<file path="config.mk">
export PLATFORM = sky130hd
export DESIGN_NAME = flash_status_reporter
export DESIGN_NICKNAME = d
export VERILOG_FILES = /design/src/rtl/flash_stat_pkg.sv /design/src/rtl/flash_wr_capture.sv /design/src/rtl/flash_op_fsm.sv /design/src/rtl/flash_stat_encode.sv /design/src/rtl/flash_status_reporter.sv
export SDC_FILE = /design/constraint.sdc
export NUM_CORES = 1
export LEC_CHECK = 0
export BUFFER_PORTS_ARGS = -buffer_cell sky130_fd_sc_hd__buf_2
export CAP_MARGIN = 10
export CORE_UTILIZATION = 45
export DETAILED_ROUTE_END_ITERATION = 10
export PLACE_DENSITY_LB_ADDON = 0.1
export SLEW_MARGIN = 20
export SYNTH_ARGS = -nofsm -noshare
export SYNTH_HDL_FRONTEND = slang
export SYNTH_SLANG_ARGS = --single-unit
export TNS_END_PERCENT = 30
</file>
<file path="constraint.sdc">
create_clock -name clk -period 3 [get_ports clk]
set_clock_uncertainty 0.05 [all_clocks]
set_input_delay 0.6 -clock clk [delete_from_list [all_inputs] [get_ports clk]]
set_output_delay 0.6 -clock clk [all_outputs]
set_load 0.01 [all_outputs]
</file>
<file path="src/rtl/flash_stat_pkg.sv">
// Shared types and helpers of the flash status reporter.
// Assumes the 3-bit command code set listed below.
package flash_stat_pkg;

    typedef enum logic [2:0] {
        M_IDLE,
        M_PROG,
        M_ERASE,
        M_ESUS,
        M_ESPRG,
        M_PSUS,
        M_BUF,
        M_BUF_ABT
    } fmode_t;

    localparam logic [2:0] OP_NOP   = 3'd0;
    localparam logic [2:0] OP_PROG  = 3'd1;
    localparam logic [2:0] OP_ERASE = 3'd2;
    localparam logic [2:0] OP_BUF   = 3'd3;
    localparam logic [2:0] OP_SUSP  = 3'd4;
    localparam logic [2:0] OP_RES   = 3'd5;
    localparam logic [2:0] OP_DONE  = 3'd6;
    localparam logic [2:0] OP_ABORT = 3'd7;

    localparam int STAT_W = 8;

    // Modes in which a job keeps the device busy.
    function automatic logic is_active(fmode_t m);
        return m inside {M_PROG, M_ERASE, M_ESPRG, M_BUF, M_BUF_ABT};
    endfunction

    // Modes that report ready.
    function automatic logic is_ready(fmode_t m);
        return m inside {M_IDLE, M_ESUS, M_PSUS};
    endfunction

endpackage

</file>
<file path="src/rtl/flash_wr_capture.sv">
// Write-strobe capture: takes the sector bits when both active-low
// strobes are first seen low together, and takes the data byte when
// the first strobe is first seen high again. Assumes the strobes
// are already synchronous to clk.
module flash_wr_capture #(
    parameter int SEC_W = 2,
    parameter int DAT_W = 8
) (
    input  logic             clk,
    input  logic             rst_n,
    input  logic             we_n,
    input  logic             ce_n,
    input  logic [SEC_W-1:0] wr_sec,
    input  logic [DAT_W-1:0] wr_data,
    output logic [SEC_W-1:0] tgt_sec,
    output logic [DAT_W-1:0] tgt_data
);

    logic both_low;
    logic both_low_q;

    assign both_low = !we_n && !ce_n;

    // Track the strobe pair and latch address/data on its edges.
    always_ff @(posedge clk) begin
        if (!rst_n) begin
            both_low_q <= 1'b0;
            tgt_sec    <= '0;
            tgt_data   <= '0;
        end else begin
            both_low_q <= both_low;
            if (both_low && !both_low_q)
                tgt_sec <= wr_sec;
            if (!both_low && both_low_q)
                tgt_data <= wr_data;
        end
    end

endmodule

</file>
<file path="src/rtl/flash_op_fsm.sv">
// Job mode machine: follows program, erase and buffered-write jobs
// through start, suspend, resume, completion and abort. It holds the
// job's sector, its data byte and a timeout flag. Commands without a
// transition in the current mode are ignored.
module flash_op_fsm
    import flash_stat_pkg::*;
#(
    parameter int SEC_W = 2
) (
    input  logic              clk,
    input  logic              rst_n,
    input  logic              cmd_valid,
    input  logic [2:0]        cmd_op,
    input  logic              err_inject,
    input  logic [SEC_W-1:0]  tgt_sec,
    input  logic [STAT_W-1:0] tgt_data,
    output fmode_t            mode,
    output logic [SEC_W-1:0]  op_sec,
    output logic [STAT_W-1:0] pdata,
    output logic              tmo
);

    // Advance the mode and latch the job context.
    always_ff @(posedge clk) begin
        if (!rst_n) begin
            mode   <= M_IDLE;
            op_sec <= '0;
            pdata  <= '0;
            tmo    <= 1'b0;
        end else begin
            if (err_inject && is_active(mode))
                tmo <= 1'b1;
            if (cmd_valid) begin
                unique case (mode)
                    M_IDLE: begin
                        if (cmd_op inside {OP_PROG, OP_ERASE, OP_BUF}) begin
                            op_sec <= tgt_sec;
                            pdata  <= tgt_data;
                            tmo    <= 1'b0;
                            mode   <= (cmd_op == OP_PROG)  ? M_PROG :
                                      (cmd_op == OP_ERASE) ? M_ERASE : M_BUF;
                        end
                    end
                    M_PROG: begin
                        if (cmd_op == OP_SUSP) mode <= M_PSUS;
                        else if (cmd_op == OP_DONE) begin
                            mode <= M_IDLE;
                            tmo  <= 1'b0;
                        end
                    end
                    M_ERASE: begin
                        if (cmd_op == OP_SUSP) mode <= M_ESUS;
                        else if (cmd_op == OP_DONE) begin
                            mode <= M_IDLE;
                            tmo  <= 1'b0;
                        end
                    end
                    M_ESUS: begin
                        if (cmd_op == OP_RES) mode <= M_ERASE;
                        else if (cmd_op == OP_PROG) begin
                            pdata <= tgt_data;
                            tmo   <= 1'b0;
                            mode  <= M_ESPRG;
                        end
                    end
                    M_ESPRG: begin
                        if (cmd_op == OP_DONE) begin
                            mode <= M_ESUS;
                            tmo  <= 1'b0;
                        end
                    end
                    M_PSUS: begin
                        if (cmd_op == OP_RES) mode <= M_PROG;
                    end
                    M_BUF: begin
                        if (cmd_op == OP_ABORT) mode <= M_BUF_ABT;
                        else if (cmd_op == OP_DONE) begin
                            mode <= M_IDLE;
                            tmo  <= 1'b0;
                        end
                    end
                    M_BUF_ABT: begin
                        if (cmd_op == OP_DONE) begin
                            mode <= M_IDLE;
                            tmo  <= 1'b0;
                        end
                    end
                    default: mode <= M_IDLE;
                endcase
            end
        end
    end

endmodule

</file>
<file path="src/rtl/flash_stat_encode.sv">
// Status word encoder: forms the read word from the mode, the sector
// hit and the job context, and registers it on each read pulse. It
// holds the two read toggles, which invert only when a read completes.
module flash_stat_encode
    import flash_stat_pkg::*;
(
    input  logic              clk,
    input  logic              rst_n,
    input  fmode_t            mode,
    input  logic              rd_stb,
    input  logic              hit,
    input  logic [STAT_W-1:0] pdata,
    input  logic              tmo,
    input  logic [STAT_W-1:0] arr_data,
    output logic [STAT_W-1:0] rd_data
);

    logic              tg6;
    logic              tg2;
    logic [STAT_W-1:0] word;

    // Select array data or compose the per-mode status word.
    always_comb begin
        word = '0;
        unique case (mode)
            M_PROG, M_ESPRG, M_BUF, M_BUF_ABT: begin
                word[7] = ~pdata[7];
                word[6] = tg6;
                word[5] = tmo;
                word[2] = tg2;
                word[1] = (mode == M_BUF_ABT);
            end
            M_ERASE: begin
                word[6] = tg6;
                word[5] = tmo;
                word[3] = 1'b1;
                word[2] = tg2;
            end
            M_ESUS: begin
                if (hit) begin
                    word[7] = 1'b1;
                    word[6] = tg6;
                    word[2] = tg2;
                end else begin
                    word = arr_data;
                end
            end
            M_PSUS:  word = hit ? '1 : arr_data;
            default: word = arr_data;
        endcase
    end

    // Register the word and advance the toggles on a completed read.
    always_ff @(posedge clk) begin
        if (!rst_n) begin
            rd_data <= '0;
            tg6     <= 1'b0;
            tg2     <= 1'b0;
        end else if (rd_stb) begin
            rd_data <= word;
            if (is_active(mode))
                tg6 <= ~tg6;
            if (mode == M_ERASE || (mode == M_ESUS && hit))
                tg2 <= ~tg2;
        end
    end

endmodule

</file>
<file path="src/rtl/flash_status_reporter.sv">
// Top of the flash status reporter. Joins the write capture, the job
// mode machine and the status encoder. A read hits the job when its
// sector bits equal those of the job.
module flash_status_reporter
    import flash_stat_pkg::*;
#(
    parameter int SEC_W = 2
) (
    input  logic              clk,
    input  logic              rst_n,
    input  logic              we_n,
    input  logic              ce_n,
    input  logic [SEC_W-1:0]  wr_sec,
    input  logic [STAT_W-1:0] wr_data,
    input  logic              cmd_valid,
    input  logic [2:0]        cmd_op,
    input  logic              err_inject,
    input  logic              rd_stb,
    input  logic [SEC_W-1:0]  rd_sec,
    input  logic [STAT_W-1:0] arr_data,
    output logic [STAT_W-1:0] rd_data,
    output logic              ready
);

    logic [SEC_W-1:0]  tgt_sec;
    logic [STAT_W-1:0] tgt_data;
    fmode_t            mode_q;
    logic [SEC_W-1:0]  op_sec;
    logic [STAT_W-1:0] pdata;
    logic              tmo;
    logic              hit;

    assign hit   = (rd_sec == op_sec);
    assign ready = is_ready(mode_q);

    flash_wr_capture #(.SEC_W(SEC_W), .DAT_W(STAT_W)) u_cap (
        .clk      (clk),
        .rst_n    (rst_n),
        .we_n     (we_n),
        .ce_n     (ce_n),
        .wr_sec   (wr_sec),
        .wr_data  (wr_data),
        .tgt_sec  (tgt_sec),
        .tgt_data (tgt_data)
    );

    flash_op_fsm #(.SEC_W(SEC_W)) u_fsm (
        .clk        (clk),
        .rst_n      (rst_n),
        .cmd_valid  (cmd_valid),
        .cmd_op     (cmd_op),
        .err_inject (err_inject),
        .tgt_sec    (tgt_sec),
        .tgt_data   (tgt_data),
        .mode       (mode_q),
        .op_sec     (op_sec),
        .pdata      (pdata),
        .tmo        (tmo)
    );

    flash_stat_encode u_enc (
        .clk      (clk),
        .rst_n    (rst_n),
        .mode     (mode_q),
        .rd_stb   (rd_stb),
        .hit      (hit),
        .pdata    (pdata),
        .tmo      (tmo),
        .arr_data (arr_data),
        .rd_data  (rd_data)
    );

endmodule

</file>
# Word-level counts from Yosys, hierarchy flattened
# Cells that the tools add are included.
[classes]
n_eq_ne = 21
n_mux = 37
n_bitwise = 3
n_reduce_logical = 24
[op_table]
columns = ["operator", "n"]
rows = [
  ["2-to-1 mux 3 bit", 12],
  ["2-to-1 mux 8 bit", 4],
  ["equality test 3 bit, second input constant", 8],
  ["one-hot mux 3 bit (8 select lines)", 1],
  ["one-hot mux 8 bit (2 select lines)", 1],
  ["equality test 3 x 2 -> 1 bit, second input constant", 4],
  ["one-hot mux 1 bit (4 select lines)", 3],
  ["AND reduction 5 bit", 2],
  ["2-to-1 mux 1 bit", 9],
  ["one-hot mux 1 bit (3 select lines)", 3],
  ["equality test 3 x 1 -> 1 bit, second input constant", 2],
  ["!= test 2 x 1 -> 1 bit, second input constant", 3],
  ["one-hot mux 2 bit (3 select lines)", 1],
  ["nonzero test 3 bit", 2],
  ["logical AND 1 bit", 5],
  ["one-hot mux 1 bit (5 select lines)", 1],
  ["nonzero test 5 bit", 1],
  ["OR reduction 5 bit", 1],
  ["zero test 1 bit", 4],
  ["2-to-1 mux 2 bit", 2],
  ["!= test 2 bit, second input constant", 2],
  ["AND reduction 2 bit", 2],
  ["OR reduction 2 bit", 2],
  ["OR reduction 4 bit", 1],
  ["7 further kinds", 9],
]
[word_totals]
regBits = 35
inputBits = 30
word_cells = 95

# Logic depth before layout (Yosys ltp)
[logic_depth]
ltp_word = 8
ltp_mapped = 7
depth_no_buf = 5

# Cells and area by module
# A second synthesis with hierarchy kept.
[hier_totals]
cells_unflattened = 247
area_unflattened_um2 = 2029.4
[by_module_without_submodules]
columns = ["module", "n_inst", "cells_each", "area_per_inst_um2"]
rows = [
  ["flash_op_fsm", 1, 110, 895.9],
  ["flash_stat_encode", 1, 85, 656.9],
  ["flash_wr_capture", 1, 46, 434.2],
  ["flash_status_reporter", 1, 6, 42.5],
]

# Worst setup path before layout
# Ideal clock, no wire load.
[synth_timing]
kind = "in2reg"
startpoint = "input port cmd_op[1]"
endpoint = "register u_fsm.mode[2]"
setup_ps = 71
arrival_ps = 1637
slack_ps = 1242
stages = 6
path_cell_list = "buf_4 > nand3b_1 > a32oi_1 > o211ai_1 > or3_1 > a21oi_1"
[synth_via]
elab_chain_len = 5
[synth_lines]
columns = ["item", "line_no", "rtl"]
rows = [
  ["start, declared", "flash_status_reporter.sv:16", "input logic [2:0] cmd_op,"],
  ["equality test 3 x 2 -> 1 bit", "flash_op_fsm.sv:36, flash_op_fsm.sv:41", ""],
  ["2-to-1 mux 3 bit", "flash_op_fsm.sv:41", "(cmd_op == OP_ERASE) ? M_ERASE : M_BUF;"],
  ["2-to-1 mux 3 bit", "flash_op_fsm.sv:40", "mode <= (cmd_op == OP_PROG) ? M_PROG :"],
  ["2-to-1 mux 3 bit", "flash_op_fsm.sv:36", "if (cmd_op inside {OP_PROG, OP_ERASE, OP_BUF}) begin"],
  ["one-hot mux 3 bit (8 select lines)", "flash_op_fsm.sv:34", "unique case (mode)"],
  ["end signal, assigned", "flash_op_fsm.sv:40", ""],
  ["end, declared", "flash_op_fsm.sv:17", "output fmode_t mode,"],
]
# Several ways; a longest one is shown, not always the timed one. The select of a mux whose other input is x is not followed.
# A chain may end at the register's enable or synchronous reset.

# Worst setup path in the final report
[layout_timing]
startpoint = "register u_fsm.mode[2]"
endpoint = "output port ready"
[layout_via]
elab_chain_len = 2
[layout_lines]
columns = ["item", "line_no", "rtl"]
rows = [
  ["equality test 3 x 2 -> 1 bit (tied with other cells)", "flash_stat_pkg.sv:34", "return m inside {M_IDLE, M_ESUS, M_PSUS};"],
  ["nonzero test 3 bit *", "flash_stat_pkg.sv:34", ""],
  ["end, declared", "flash_status_reporter.sv:22", "output logic ready"],
]
# Mark *: on every way between the ends. The rest lies on a longest branch, timed or not.

==> metrics.md <==
| Metric | Value |
|---|---|
| Slew Limit Headroom | 41.5% |
| Clock Tree Root | clkbuf_4 |
| Total gr overflow | 0 |
| Layout Area Growth over Synthesis | 10.3% |
| RSZ-0062 raised after global routing | false |
| Post-Syn Area | 0.00133 sq mm |
| Cells after Synth | 171 |
| Synth Flop Type | dfxtp_1 |
| Sequential share of power | 51.8% |
| Simple-Gate Fraction of Synth Area | 22.3% |
| Post-Synth XOR/XNOR Area | 3.95% |
| Worst hold path type | input pin to flop |
| Cts bufs inserted | 3 |
| H-tree Lvls | 1 |
| Ratio of cells with drive above 1 in the final layout | 20.8% |
| Clock share of power | 23.7% |
| Combinational family with the most area after synthesis | compound AO/OA/AOI/OAI gates |
| Rows | 19 |
| Combinational Power Share | 24.5% |
| Slew of the pin with the lowest slew margin | 0.876 ns |
| Period minus WS final | 2.45 ns |
| Global-route wire length before repair | 5310 um |
| Register area share after synthesis | 31.6% |
| TNS Setup | 0 ns |
| R2R cell count | 5 |
| Max Buffers Root-to-Sink | 2 |
| Final setup violation count | 0 |
| Post-synth EDFFs | 0 |
| Crit Path Category | flop to primary output |
| R2r endpoint | u_fsm.mode[2] |
| Fin. max-slew vios | 0 |
| Largest net degree at the start of global routing | 28 |
| WHS | 0.404 ns |
| Cells on Worst Hold Path | 2 |
| Initial core utilization | 47.8% |
| Vias | 1261 |
| Resized Gates After CTS | 0 |
| WP data arrival | 1.80 ns |
| I/O Pins | 39 |
| Syn Nets | 201 |
| Crit-path cells | nand3b_1 -> o21a_1 -> inv_1 -> buf_2 |
| Synth Area in Compound Gates | 28.3% |
| Initial antenna violation count | 0 |
| Reg clk slew, reported paths | 0.13 ns |
| Number of port buffers | 31 |
| Reg2reg start | u_fsm.mode[2] |
| Slowest cell on the critical path | dfxtp_1 |
| Hold Path Origin | we_n |
| Dpl hpwl | 2190 um |
| Fin. Hold Viols | 0 |
| CTS tree | yes |
| Nets | 223 |
| Pint | 0.417 mW |
| Total track usage | 20.7% |
| Clk_lat worst skew | 0.31 ns |
| Hold EP | u_cap.both_low_q |
| Post-synth cell types | 45 |
| # Post-CTS Setup Buffers | 0 |
| Antenna viol nets, final | 0 |
| Crit path required time | 2.35 ns |
| Post-CTS Hold Fix Bufs | 0 |
| Drt wl/cell | 13.8 um |
| Sw Ratio | 32.4% |
| Vias in the first global route | 1234 |
| Core area | 0.00278 sq mm |
| Fin util | 52.7% |
| CP max stage delay | 0.92 ns |
| DR pass1 iterations | 4 |
| Routed vias/inst | 5.65 |
| Worst Setup End Kind | primary output |
| Iter 0 DRT Violations | 37 |
| Final WL | 3070 um |
| Max Clk Rate | 409 MHz |
| Clock Sinks | 21 |
| Psw | 0.200 mW |
| Multiplexer area fraction after synthesis | 5.27% |
| Critical Path Start Type | flop |
| Max IR drop VDD | 369 uV |
| Status | complete, no violations |
| CP Max Fanout | 27 |
| MaxCap Viol Count | 0 |
| Fillers | 304 |
| Yosys reg bits | 21 |
| Die H | 56.4 um |
| Drt drc | 0 |
| P_leak | 0.580 nW |
| Die width | 56.4 um |
| Fin crit share | 81.5% |
| Flop2flop setup slack | 0.87 ns |
| Die Area | 0.00318 sq mm |
| Avg Cell Area, Syn | 7.78 sq um |
| GP Congestion | 0.835 |
| Antenna diode count | 0 |
| Post-Synth Adder-Cell Area | 0% |
| Ys Warns | 0 |
| Async SR Flop Fraction | 0% |
| Pwr/cell area | 421 mW/mm^2 |
logic make-up after synthesis:
family / Yosys count
AO/OA/AOI/OAI: 58
multiplexers: 7
XOR/XNOR: 6
flip-flops: 21
buffers and inverters: 22
AND/OR/NAND/NOR: 57
cell usage in the layout (no fill, tap or decap), types with 2 or more instances in the layout:
master / instances
a211oi_1: 3
o21a_1: 3
buf_2: 31
a31oi_1: 2
nor3_1: 5
nand3b_1: 3
mux2i_1: 7
nand4_1: 2
o21ai_0: 13
xor2_1: 2
nand2_1: 12
inv_1: 7
clkbuf_4: 3
nor2_1: 16
a32oi_1: 2
dfxtp_1: 21
o22ai_1: 6
nand3_1: 3
a21oi_1: 17
and2_1: 2
nor2b_1: 2
nand2b_1: 5
xnor2_1: 4
cell usage after synthesis (all sizes together), types with 3 or more instances:
library cell | n | area (sq um)
o21a | 4 | 31.3
buf | 11 | 72.6
nand2 | 12 | 45.0
o21ai | 14 | 70.1
dfxtp | 21 | 420
xnor2 | 4 | 35.0
a211oi | 3 | 22.5
a21oi | 17 | 85.1
nand3b | 3 | 22.5
o22ai | 6 | 37.5
inv | 7 | 26.3
nor2 | 16 | 60.1
nor3 | 5 | 25.0
nand3 | 3 | 15.0
mux2i | 7 | 70.1
nor2b | 3 | 26.3
nand2b | 6 | 40.0
clkbuf | 3 | 11.3
area by class of cell:
class                   count  area [sq um]  share of cell area [%]
clock buffers               4          26.3                    1.79
well taps                  31          38.8                    2.65
multi-input cells         128           796                    54.3
repair buffers             31           155                    10.6
flip-flops and latches     21           420                    28.7
inverters                   8          30.0                    2.05
power by group through the flow:
stage	sequential (mW)	combinational, mW	clock (mW)
2_1_floorplan	0.315	0.121	0
3_3_place_gp	0.325	0.147	0
3_5_place_dp	0.326	0.150	0
4_1_cts	0.320	0.151	0.149
5_1_grt	0.323	0.171	0.155
6_report	0.320	0.151	0.146
stage by stage:
step	power [mW]	cell area [sq um]	setup slack [ns]	instances
floorplan	0.437	1330	1.24	171
global placement	0.472	1440	0.966	219
detailed placement	0.476	1440	0.924	219
CTS	0.620	1470	0.575	223
global route	0.648	1470	0.411	223
finish	0.617	1470	0.554	223
worst max-delay path by stage:
stage | from | endpoint | slack [ns] | cells past startpoint
4_1_cts | u_fsm.mode[2] | ready | 0.57 | 4
3_5_place_dp | u_fsm.mode[2] | u_fsm.mode[2] | 0.92 | 5
5_1_grt | u_fsm.mode[2] | ready | 0.41 | 4
6_report | u_fsm.mode[2] | ready | 0.55 | 4
3_3_place_gp | u_fsm.mode[2] | u_fsm.mode[2] | 0.97 | 5
2_1_floorplan | cmd_op[1] | u_fsm.mode[2] | 1.24 | 6
worst max-delay path: cells and delay by family (launching register included):
family,cells,cell delay [ns]
buffers and inverters,2,0.17
AO/OA/AOI/OAI,1,0.20
flip-flops,1,0.92
AND/OR/NAND/NOR,1,0.19
registers in the layout, summed over array words and instances (netlist names):
register	flops
u_cap.both_low_q	1
u_fsm.op_sec	2
u_cap.tgt_data	1
u_enc.tg2	1
u_enc.rd_data	8
u_fsm.pdata	1
u_cap.tgt_sec	2
u_fsm.mode	3
u_fsm.tmo	1
u_enc.tg6	1
per-layer routing:
metal	track usage, %	vias up	share of wire, %
li1	-	647	-
met4	6.27	0	0.55
met5	0	-	0
met2	35.4	36	48
met3	3.92	2	4.3
met1	26.2	576	47
No activity file was read; power rests on OpenSTA's default activity.
